$ cat src/rtl/rxr_pkg.sv
package rxr_pkg;
    localparam int STAT_W = 16;
    localparam int LEN_W  = 16;
    localparam int PTR_W  = 32;

    localparam int OWN_BIT  = 15;
    localparam int WRAP_BIT = 13;
    localparam int LAST_BIT = 11;
    localparam int ERR_BIT  = 1;

    typedef enum logic [1:0] {
        FLD_STATUS  = 2'd0,
        FLD_LENGTH  = 2'd1,
        FLD_POINTER = 2'd2
    } fld_e;

    typedef enum logic {
        ENG_READY = 1'b0,
        ENG_STALL = 1'b1
    } eng_state_e;

    typedef struct packed {
        logic [STAT_W-1:0] status;
        logic [LEN_W-1:0]  length;
        logic [PTR_W-1:0]  pointer;
    } desc_t;
endpackage

$ cat src/rtl/rxr_desc_table.sv
module rxr_desc_table
    import rxr_pkg::*;
#(
    parameter int DEPTH = 4,
    parameter int IDX_W = 2
) (
    input  logic                 clk,
    input  logic                 rst_n,
    input  logic                 eng_we,
    input  logic [IDX_W-1:0]     eng_idx,
    input  logic [STAT_W-1:0]    eng_status,
    input  logic [LEN_W-1:0]     eng_length,
    output desc_t                eng_desc,
    input  logic                 sw_we,
    input  logic [IDX_W-1:0]     sw_idx,
    input  logic [1:0]           sw_fld,
    input  logic [PTR_W-1:0]     sw_wdata,
    output logic [PTR_W-1:0]     sw_rdata
);
    desc_t tbl_q [DEPTH];
    fld_e  fld;

    assign fld = fld_e'(sw_fld);

    always_ff @(posedge clk) begin
        for (int e = 0; e < DEPTH; e++) begin
            if (!rst_n) begin
                tbl_q[e].status            <= '0;
                tbl_q[e].status[OWN_BIT]   <= 1'b1;
                tbl_q[e].status[WRAP_BIT]  <= (e == DEPTH - 1);
                tbl_q[e].length            <= '0;
                tbl_q[e].pointer           <= '0;
            end else begin
                if (eng_we && (int'(eng_idx) == e)) begin
                    tbl_q[e].status <= eng_status;
                    tbl_q[e].length <= eng_length;
                end else if (sw_we && (int'(sw_idx) == e)) begin
                    if (fld == FLD_STATUS) tbl_q[e].status <= sw_wdata[STAT_W-1:0];
                    if (fld == FLD_LENGTH) tbl_q[e].length <= sw_wdata[LEN_W-1:0];
                end
                if (sw_we && (int'(sw_idx) == e) && (fld == FLD_POINTER))
                    tbl_q[e].pointer <= sw_wdata;
            end
        end
    end

    assign eng_desc = tbl_q[eng_idx];

    always_comb begin
        unique case (fld)
            FLD_STATUS:  sw_rdata = {{(PTR_W-STAT_W){1'b0}}, tbl_q[sw_idx].status};
            FLD_LENGTH:  sw_rdata = {{(PTR_W-LEN_W){1'b0}}, tbl_q[sw_idx].length};
            FLD_POINTER: sw_rdata = tbl_q[sw_idx].pointer;
            default:     sw_rdata = '0;
        endcase
    end
endmodule

$ cat src/rtl/rxr_idx_step.sv
module rxr_idx_step #(
    parameter int DEPTH = 4,
    parameter int IDX_W = 2
) (
    input  logic [IDX_W-1:0] cur_idx,
    input  logic             wrap_flag,
    output logic [IDX_W-1:0] next_idx
);
    localparam int LAST_SLOT = DEPTH - 1;

    always_comb begin
        if (wrap_flag || (int'(cur_idx) >= LAST_SLOT))
            next_idx = '0;
        else
            next_idx = cur_idx + IDX_W'(1);
    end
endmodule

$ cat src/rtl/rxr_engine_fsm.sv
module rxr_engine_fsm
    import rxr_pkg::*;
(
    input  logic clk,
    input  logic rst_n,
    input  logic frm_valid,
    input  logic cur_owned,
    input  logic kick,
    output logic accept,
    output logic stalled,
    output logic done_q,
    output logic overrun_q
);
    eng_state_e state_q, state_d;
    logic       drop;

    always_ff @(posedge clk) begin
        if (!rst_n) state_q <= ENG_READY;
        else        state_q <= state_d;
    end

    always_comb begin
        state_d = state_q;
        accept  = 1'b0;
        drop    = 1'b0;
        unique case (state_q)
            ENG_READY: begin
                if (cur_owned) begin
                    accept = frm_valid;
                end else begin
                    drop    = frm_valid;
                    state_d = ENG_STALL;
                end
            end
            ENG_STALL: begin
                drop = frm_valid;
                if (kick) state_d = ENG_READY;
            end
            default: state_d = ENG_READY;
        endcase
    end

    always_ff @(posedge clk) begin
        if (!rst_n) begin
            done_q    <= 1'b0;
            overrun_q <= 1'b0;
        end else begin
            done_q    <= accept;
            overrun_q <= drop;
        end
    end

    assign stalled = (state_q == ENG_STALL);
endmodule

$ cat src/rtl/rxr_ring_engine.sv
module rxr_ring_engine
    import rxr_pkg::*;
#(
    parameter int RING_DEPTH = 4,
    parameter int FCS_BYTES  = 4,
    localparam int IDX_W     = (RING_DEPTH > 1) ? $clog2(RING_DEPTH) : 1
) (
    input  logic                 clk,
    input  logic                 rst_n,
    input  logic                 frm_valid_i,
    input  logic [15:0]          frm_len_i,
    input  logic                 frm_err_i,
    input  logic                 kick_i,
    input  logic                 sw_we_i,
    input  logic [IDX_W-1:0]     sw_idx_i,
    input  logic [1:0]           sw_fld_i,
    input  logic [31:0]          sw_wdata_i,
    output logic [31:0]          sw_rdata_o,
    output logic                 done_o,
    output logic                 overrun_o,
    output logic                 stalled_o,
    output logic [IDX_W-1:0]     ring_idx_o
);
    logic [IDX_W-1:0]  idx_q, idx_nxt;
    desc_t             cur_desc;
    logic              accept;
    logic [STAT_W-1:0] fill_status;
    logic [LEN_W-1:0]  fill_length;

    always_comb begin
        fill_status           = '0;
        fill_status[WRAP_BIT] = cur_desc.status[WRAP_BIT];
        fill_status[LAST_BIT] = 1'b1;
        fill_status[ERR_BIT]  = frm_err_i;
    end

    assign fill_length = frm_len_i + LEN_W'(FCS_BYTES);

    rxr_desc_table #(.DEPTH(RING_DEPTH), .IDX_W(IDX_W)) u_table (
        .clk        (clk),
        .rst_n      (rst_n),
        .eng_we     (accept),
        .eng_idx    (idx_q),
        .eng_status (fill_status),
        .eng_length (fill_length),
        .eng_desc   (cur_desc),
        .sw_we      (sw_we_i),
        .sw_idx     (sw_idx_i),
        .sw_fld     (sw_fld_i),
        .sw_wdata   (sw_wdata_i),
        .sw_rdata   (sw_rdata_o)
    );

    rxr_idx_step #(.DEPTH(RING_DEPTH), .IDX_W(IDX_W)) u_step (
        .cur_idx   (idx_q),
        .wrap_flag (cur_desc.status[WRAP_BIT]),
        .next_idx  (idx_nxt)
    );

    rxr_engine_fsm u_fsm (
        .clk       (clk),
        .rst_n     (rst_n),
        .frm_valid (frm_valid_i),
        .cur_owned (cur_desc.status[OWN_BIT]),
        .kick      (kick_i),
        .accept    (accept),
        .stalled   (stalled_o),
        .done_q    (done_o),
        .overrun_q (overrun_o)
    );

    always_ff @(posedge clk) begin
        if (!rst_n)      idx_q <= '0;
        else if (accept) idx_q <= idx_nxt;
    end

    assign ring_idx_o = idx_q;
endmodule

$ cat config.mk
export PLATFORM = sky130hd
export DESIGN_NAME = rxr_ring_engine
export DESIGN_NICKNAME = d
export VERILOG_FILES = /design/src/rtl/rxr_pkg.sv /design/src/rtl/rxr_desc_table.sv /design/src/rtl/rxr_idx_step.sv /design/src/rtl/rxr_engine_fsm.sv /design/src/rtl/rxr_ring_engine.sv
export SDC_FILE = /design/constraint.sdc
export NUM_CORES = 1
export LEC_CHECK = 0
export ABC_CLOCK_PERIOD_IN_PS = 7950
export BUFFER_PORTS_ARGS = -buffer_cell sky130_fd_sc_hd__buf_2
export CAP_MARGIN = 10
export CORE_AREA = 5 5 212 214
export DETAILED_ROUTE_END_ITERATION = 16
export DIE_AREA = 0 0 217 219
export REMOVE_ABC_BUFFERS = 1
export SLEW_MARGIN = 25
export SYNTH_ARGS = -nofsm -noshare
export SYNTH_HDL_FRONTEND = slang
export SYNTH_SLANG_ARGS = --single-unit
$ cat constraint.sdc
create_clock -name clk -period 7.95 [get_ports clk]
set_input_delay 0.795 -clock clk [delete_from_list [all_inputs] [get_ports clk]]
set_output_delay 0.795 -clock clk [all_outputs]
set_load 0.01 [all_outputs]
==> impl_metrics.yaml, run 1 <==
cells_and_area:
  area_growth_pct: 15.2
  finalNetCount: 968
  stdcell_area_um2: 14600
  fillCellCount: 4113
  regArea_um2: 7830
  multi_input_area_um2: 4580
  layout-drive-gt1-share: 0.256
route:
  antenna_left: 0
  dr.pass1.iters: 4
  wl_per_cell_um: 23.3
  drt_iter0_markers: 674
  vias: 7476
  remaining_drc_errors: 0
  routed_via_density: 5.08
  routed_wl_mm: 34.3
placed_design:
  dp_hpwl_mm: 21.6
  placement.io_buffers: 94
  dp_worst_setup_slack_ps: 3830
  dpl_cell_area_um2: 13700
  gp_congestion: 0.762
worst_setup_path:
  cp-end-kind: "primary output"
  cp.required_ps: 7150
  arrival_ps: 3250
  crit_family: "buffers and inverters"
  critical_path.max_fanout: 43
  crit_chain: "buf_4 > buf_4 > mux4_2 > mux2i_1 > o21ai_0 > buf_2"
  critPathKind: "primary input to primary output"
  crit_top_cell: "buf_4"
  cp-start-kind: "primary input"
  crit_slowest_cell: "buf_4"
  worst-path-buf-inv: 3
  max_stage_delay_ps: 780
synth:
  synth-edff-count: 256
  synth_xor_area_frac: 0.00831
  synth_compound_area_frac: 0.0791
  ys_types: 45
  ys_seq_area_frac: 0.619
  ys.flop_type: "edfxtp_1"
  syn_area_um2: 12700
  synth_mux_area_frac: 0.132
  synthCells: 837
  synth_warnings: 0
  yosys_register_bits: 263
  synth_top_family_by_area: "multiplexers"
  ys_async_sr_fraction: 0
  synth-adder-area-share: 0.00494
  avgSynthCellArea_um2: 15.1
  synth-simple-area-share: 0.129
status:
  status: "complete, no violations"
timing:
  fin_skew_ps: 11.7
  setup_slack_ps: 3910
  hold_viol: 0
  setup_viol: 0
  slew_headroom: 0.284
  period_share: 0.508
  setup_tns_ps: 0
  maxSlewViolCount: 0
  grt_setup_unrepaired: "no"
  worst_pin_slew_ps: 1070
  layout_min_cycle_time_ps: 4040
  fmax_mhz: 247
clock_tree:
  cts.sinks: 263
  root_buffer: "clkbuf_16"
  hold_buffers: 0
  cts_tree: "yes"
  path_clk_slew_ps: 60
  post_cts_buffers: 0
  cts_max_path_buffers: 3
  cts.repair.resized: 0
  cts_inserted_buffers: 27
  clk_latency_ps: 530
  h-tree-depth: 1
grt:
  grt_pass1_wl_mm: 51.1
  grt_usage: 0.141
  grt_max_degree: 44
  grtUsageMet1: 0.191
  antenna_found_initial: 4
  grt_pass1_vias: 7975
  grt_overflow: 0
  grt_util_met2: 0.236
  gr-usage-met3: 0.0270
  grt_busiest_layer: "met2"
hold_path:
  hold_class: "primary input to register"
power_and_ir_drop:
  p_leak_nw: 5.08
  power_density_nw_per_um2: 220
  ir_worst_vdd_mv: 0.147
floorplanning:
  floorplan.rows: 76
  die_w_um: 217
  core-area_um2: 42700
  pin_count: 95
  start_util: 0.296
  dieArea_um2: 47500
  fp.dieH_um: 219
flow_run:
  drv_cap: 0
## routing by layer
layer,vias to the layer above,wire length [um]
met3,57,1950
met2,219,16700
li1,3344,-
met4,4,833
met5,-,34
met1,3852,14700
## state kept, by name (all words and copies together) (netlist names), named ones only
signal           count
u_fsm.overrun_q      1
u_table.tbl_q      256
u_fsm.stalled        1
ring_idx_o           2
u_fsm.done_q         1
## cell type report
| cell class | instances | share of cell area |
|---|---|---|
| diodes | 2 | 0.000343 |
| clock buffers | 32 | 0.0476 |
| clock inverters | 16 | 0.0122 |
| inverters | 6 | 0.00154 |
| multi-input cells | 497 | 0.314 |
| flip-flops and latches | 263 | 0.537 |
| well taps | 546 | 0.0468 |
| repair buffers | 110 | 0.0407 |
## path summary, 6_finish.rpt
path,startpoint,to,slack [ps],depth (start not counted)
setup / recovery,sw_idx_i[0],sw_rdata_o[15],3910,6
hold / removal,kick_i,u_fsm.stalled,440,2
setup reg to reg,register,u_table.tbl_q[2][59],5000,4
hold reg to reg,u_fsm.stalled,u_fsm.stalled,530,1
## cell usage after synthesis, drive strengths merged, types with 3 or more instances
cell type  count  share of area
nand3         17         0.0067
o21ai         22         0.0087
edfxtp       256           0.61
nor3           6         0.0042
a21o           7         0.0042
a211oi         6         0.0089
nor4           3         0.0015
mux4          66           0.12
buf           24          0.012
and2         192          0.095
dfxtp          7          0.011
xnor2         10         0.0069
nand2         31         0.0092
o2bb2ai       52          0.036
clkbuf        47          0.014
inv            6         0.0018
nor2          11         0.0033
o211ai         4         0.0024
o311ai         3         0.0021
and3           4         0.0024
ha             5         0.0049
a21oi          4         0.0016
mux2i         16          0.013
a22o          19          0.013
## placed cells by master (no fill, tap or decap), types with 16 or more instances in the layout
cell / instances
a22o_1: 19
and2_1: 192
buf_2: 93
buf_4: 17
clkbuf_16: 27
edfxtp_1: 256
mux2i_1: 16
mux4_2: 66
nand2_1: 31
nand3_1: 17
o21ai_0: 18
o2bb2ai_1: 52
## per-stage QoR
stage / hold slack (ps) / cells / utilization / power (mW)
3_3_place_gp: 501 / 1422 / 0.321 / 1.96
3_5_place_dp: 511 / 1422 / 0.321 / 1.97
4_1_cts: 428 / 1470 / 0.341 / 3.24
5_1_grt: 433 / 1470 / 0.341 / 3.32
2_1_floorplan: 504 / 766 / - / 1.82
6_report: 444 / 1472 / 0.342 / 3.21
## cell families after synthesis
kind of cell | after synthesis
XOR/XNOR | 12
multiplexers | 84
AND/OR/NAND/NOR | 276
AO/OA/AOI/OAI | 120
buffers and inverters | 77
adder cells (fa/ha/maj) | 5
flip-flops | 263
## power breakdown
| group | internal, mW | total [mW] | switching [mW] |
|---|---|---|---|
| sequential | 1.61 | 1.64 | 0.0261 |
| combinational | 0.117 | 0.302 | 0.185 |
| clock | 0.749 | 1.28 | 0.526 |
Note: power is estimated with default switching activity, not from simulation.
==> inputs of run 2 (changes only) <==
--- a/config.mk
+++ b/config.mk
@@ -5,7 +5,7 @@
 export SDC_FILE = /design/constraint.sdc
 export NUM_CORES = 1
 export LEC_CHECK = 0
-export ABC_CLOCK_PERIOD_IN_PS = 7950
+export ABC_CLOCK_PERIOD_IN_PS = 3300
 export BUFFER_PORTS_ARGS = -buffer_cell sky130_fd_sc_hd__buf_2
 export CAP_MARGIN = 10
 export CORE_AREA = 5 5 212 214
==> constraint.sdc (replaced) <==
create_clock -name clk -period 3.3 [get_ports clk]
set_input_delay 0.33 -clock clk [delete_from_list [all_inputs] [get_ports clk]]
set_output_delay 0.33 -clock clk [all_outputs]
set_load 0.01 [all_outputs]
==> run 2 against run 1 <==
Compared with the run above:
- register-to-register slack worse by 4300 ps
- global-route usage down 0.23 points
- die area did not move
- routed wire length down 2.7%
- final cell count grew 2.3%
- clock power rose by 140%
- clock skew increased by 6.0 ps
- final area is 2.1% higher
- critical endpoint is now u_table.tbl_q[0][61]
- core utilization rose by 0.70 points
- first-iteration DRC count shrank 5.8%
==> impl_metrics.yaml, run 2 (synthesis gave the netlist of run 1 again) <==
cells_and_area:
  area_growth_pct: 17.6
  final_cell_count_no_fill: 1506
  layout.cells.most_common: "edfxtp_1"
  layout_common_cells: "edfxtp_1, and2_1, buf_2"
  finalNetCount: 1001
  largest_register_ffs: 256
  layout-drive-gt1-share: 0.278
  largest_register: "u_table.tbl_q"
flow_run:
  drv_cap: 0
clock_tree:
  h-tree-depth: 1
  path_clk_slew_ps: 60
  hold_buffers: 1
  cts_inserted_buffers: 30
  root_buffer: "clkbuf_16"
  cts_max_path_buffers: 3
  cts_tree: "yes"
  cts.sinks: 263
  cts.repair.resized: 0
  post_cts_buffers: 0
  clk_latency_ps: 550
placed_design:
  dp_hpwl_mm: 21.9
  gp_congestion: 0.779
  place_inst: 1451
  placement.io_buffers: 94
worst_setup_path:
  cp.required_ps: 3730
  critPathKind: "register to register"
  critPathCapture: "u_table.tbl_q[0][61]"
  ff2ff_setup_slack_ps: 690
  cp-end-kind: "register"
  critical_path.max_fanout: 16
  r2r_end: "u_table.tbl_q[0][61]"
  r2r_cells: 5
  cp-start-kind: "register"
  arrival_ps: 3040
timing:
  period_share: 0.791
  hold_viol: 0
  fin_skew_ps: 17.7
  layout_min_cycle_time_ps: 2610
  grt_setup_unrepaired: "no"
  setup_tns_ps: 0
  fmax_mhz: 383
  worst_pin_slew_ps: 993
  setup_viol: 0
  maxSlewViolCount: 0
  slew_headroom: 0.338
grt:
  grt_pass1_wl_mm: 50.9
  grt_max_degree: 37
  antenna_found_initial: 3
  grt_overflow: 0
  grt_pass1_vias: 7932
  grt_usage: 0.139
floorplanning:
  dieArea_um2: 47500
  die_w_um: 217
  start_util: 0.296
  fp.dieH_um: 219
  core-area_um2: 42700
  pin_count: 95
  floorplan.rows: 76
route:
  remaining_drc_errors: 0
  antenna_left: 0
  wl_per_cell_um: 22.1
  routed_wl_mm: 33.3
  routed_via_density: 5.02
  drt_iter0_markers: 635
  vias: 7557
  dr.pass1.iters: 5
hold_path:
  hold_start: "frm_valid_i"
  hold_class: "primary input to register"
power_and_ir_drop:
  ir_worst_vdd_mv: 0.268
  total_power_mw: 7.74
  p_leak_nw: 5.26
  power_density_nw_per_um2: 520
status:
  status: "complete, no violations"
[run 2: changes by cell type in the layout (fill, tap and decap cells not counted), moves of 3 or more]
cell,before,now
buf_4,17,40
buf_12,0,6
clkbuf_16,27,31
bufinv_16,4,1
clkinv_1,7,10
nor2_2,0,3
nor2_4,4,1
[run 2: per-stage QoR]
step / util / cell area (um2) / worst slack, ps / hold slack (ps)
final: 0.349 / 14900 / 688 / 39.4
after global routing: 0.348 / 14900 / 506 / 27.5
after CTS: 0.348 / 14900 / 674 / 8.62
after floorplan: - / 12300 / -384 / 426
after global placement: 0.327 / 14000 / 687 / 500
after detailed placement: 0.327 / 14000 / 622 / 512
[run 2: final cells by class]
type / count / area (um2)
Antenna cell: 2 / 5.00
Fill cell: 4085 / 27800
Inverter: 6 / 22.5
Timing Repair Buffer: 140 / 896
Tap cell: 546 / 683
Clock inverter: 15 / 93.8
Clock buffer: 37 / 798
Multi-Input combinational cell: 497 / 4560
Sequential cell: 263 / 7830
[run 2: worst min path at each step]
stage                                  to  slack (ps)  cells past startpoint
final                     u_fsm.overrun_q          40                      3
after global routing      u_fsm.overrun_q          30                      3
after CTS                 u_fsm.overrun_q           9                      3
after detailed placement    u_fsm.stalled         510                      1
after global placement      u_fsm.stalled         500                      1
after floorplan             u_fsm.stalled         430                      1
[run 2: critical path: stages (launching register included)]
cell and delay (ps):
dfxtp_1 420, mux2_2 380, a22o_1 390, buf_4 280, a211oi_4 760, a22o_1 260
[run 2: routing by layer]
metal / track usage / vias up / share of wire
li1: - / 3413 / -
met1: 0.193 / 3909 / 0.44
met2: 0.234 / 191 / 0.49
met3: 0.0232 / 42 / 0.052
met4: 0.0274 / 2 / 0.015
met5: 0 / - / 0.00021
[run 2: where the power goes]
group,internal (mW),switching (mW)
combinational,0.308,0.450
clock,1.77,1.27
sequential,3.88,0.0624
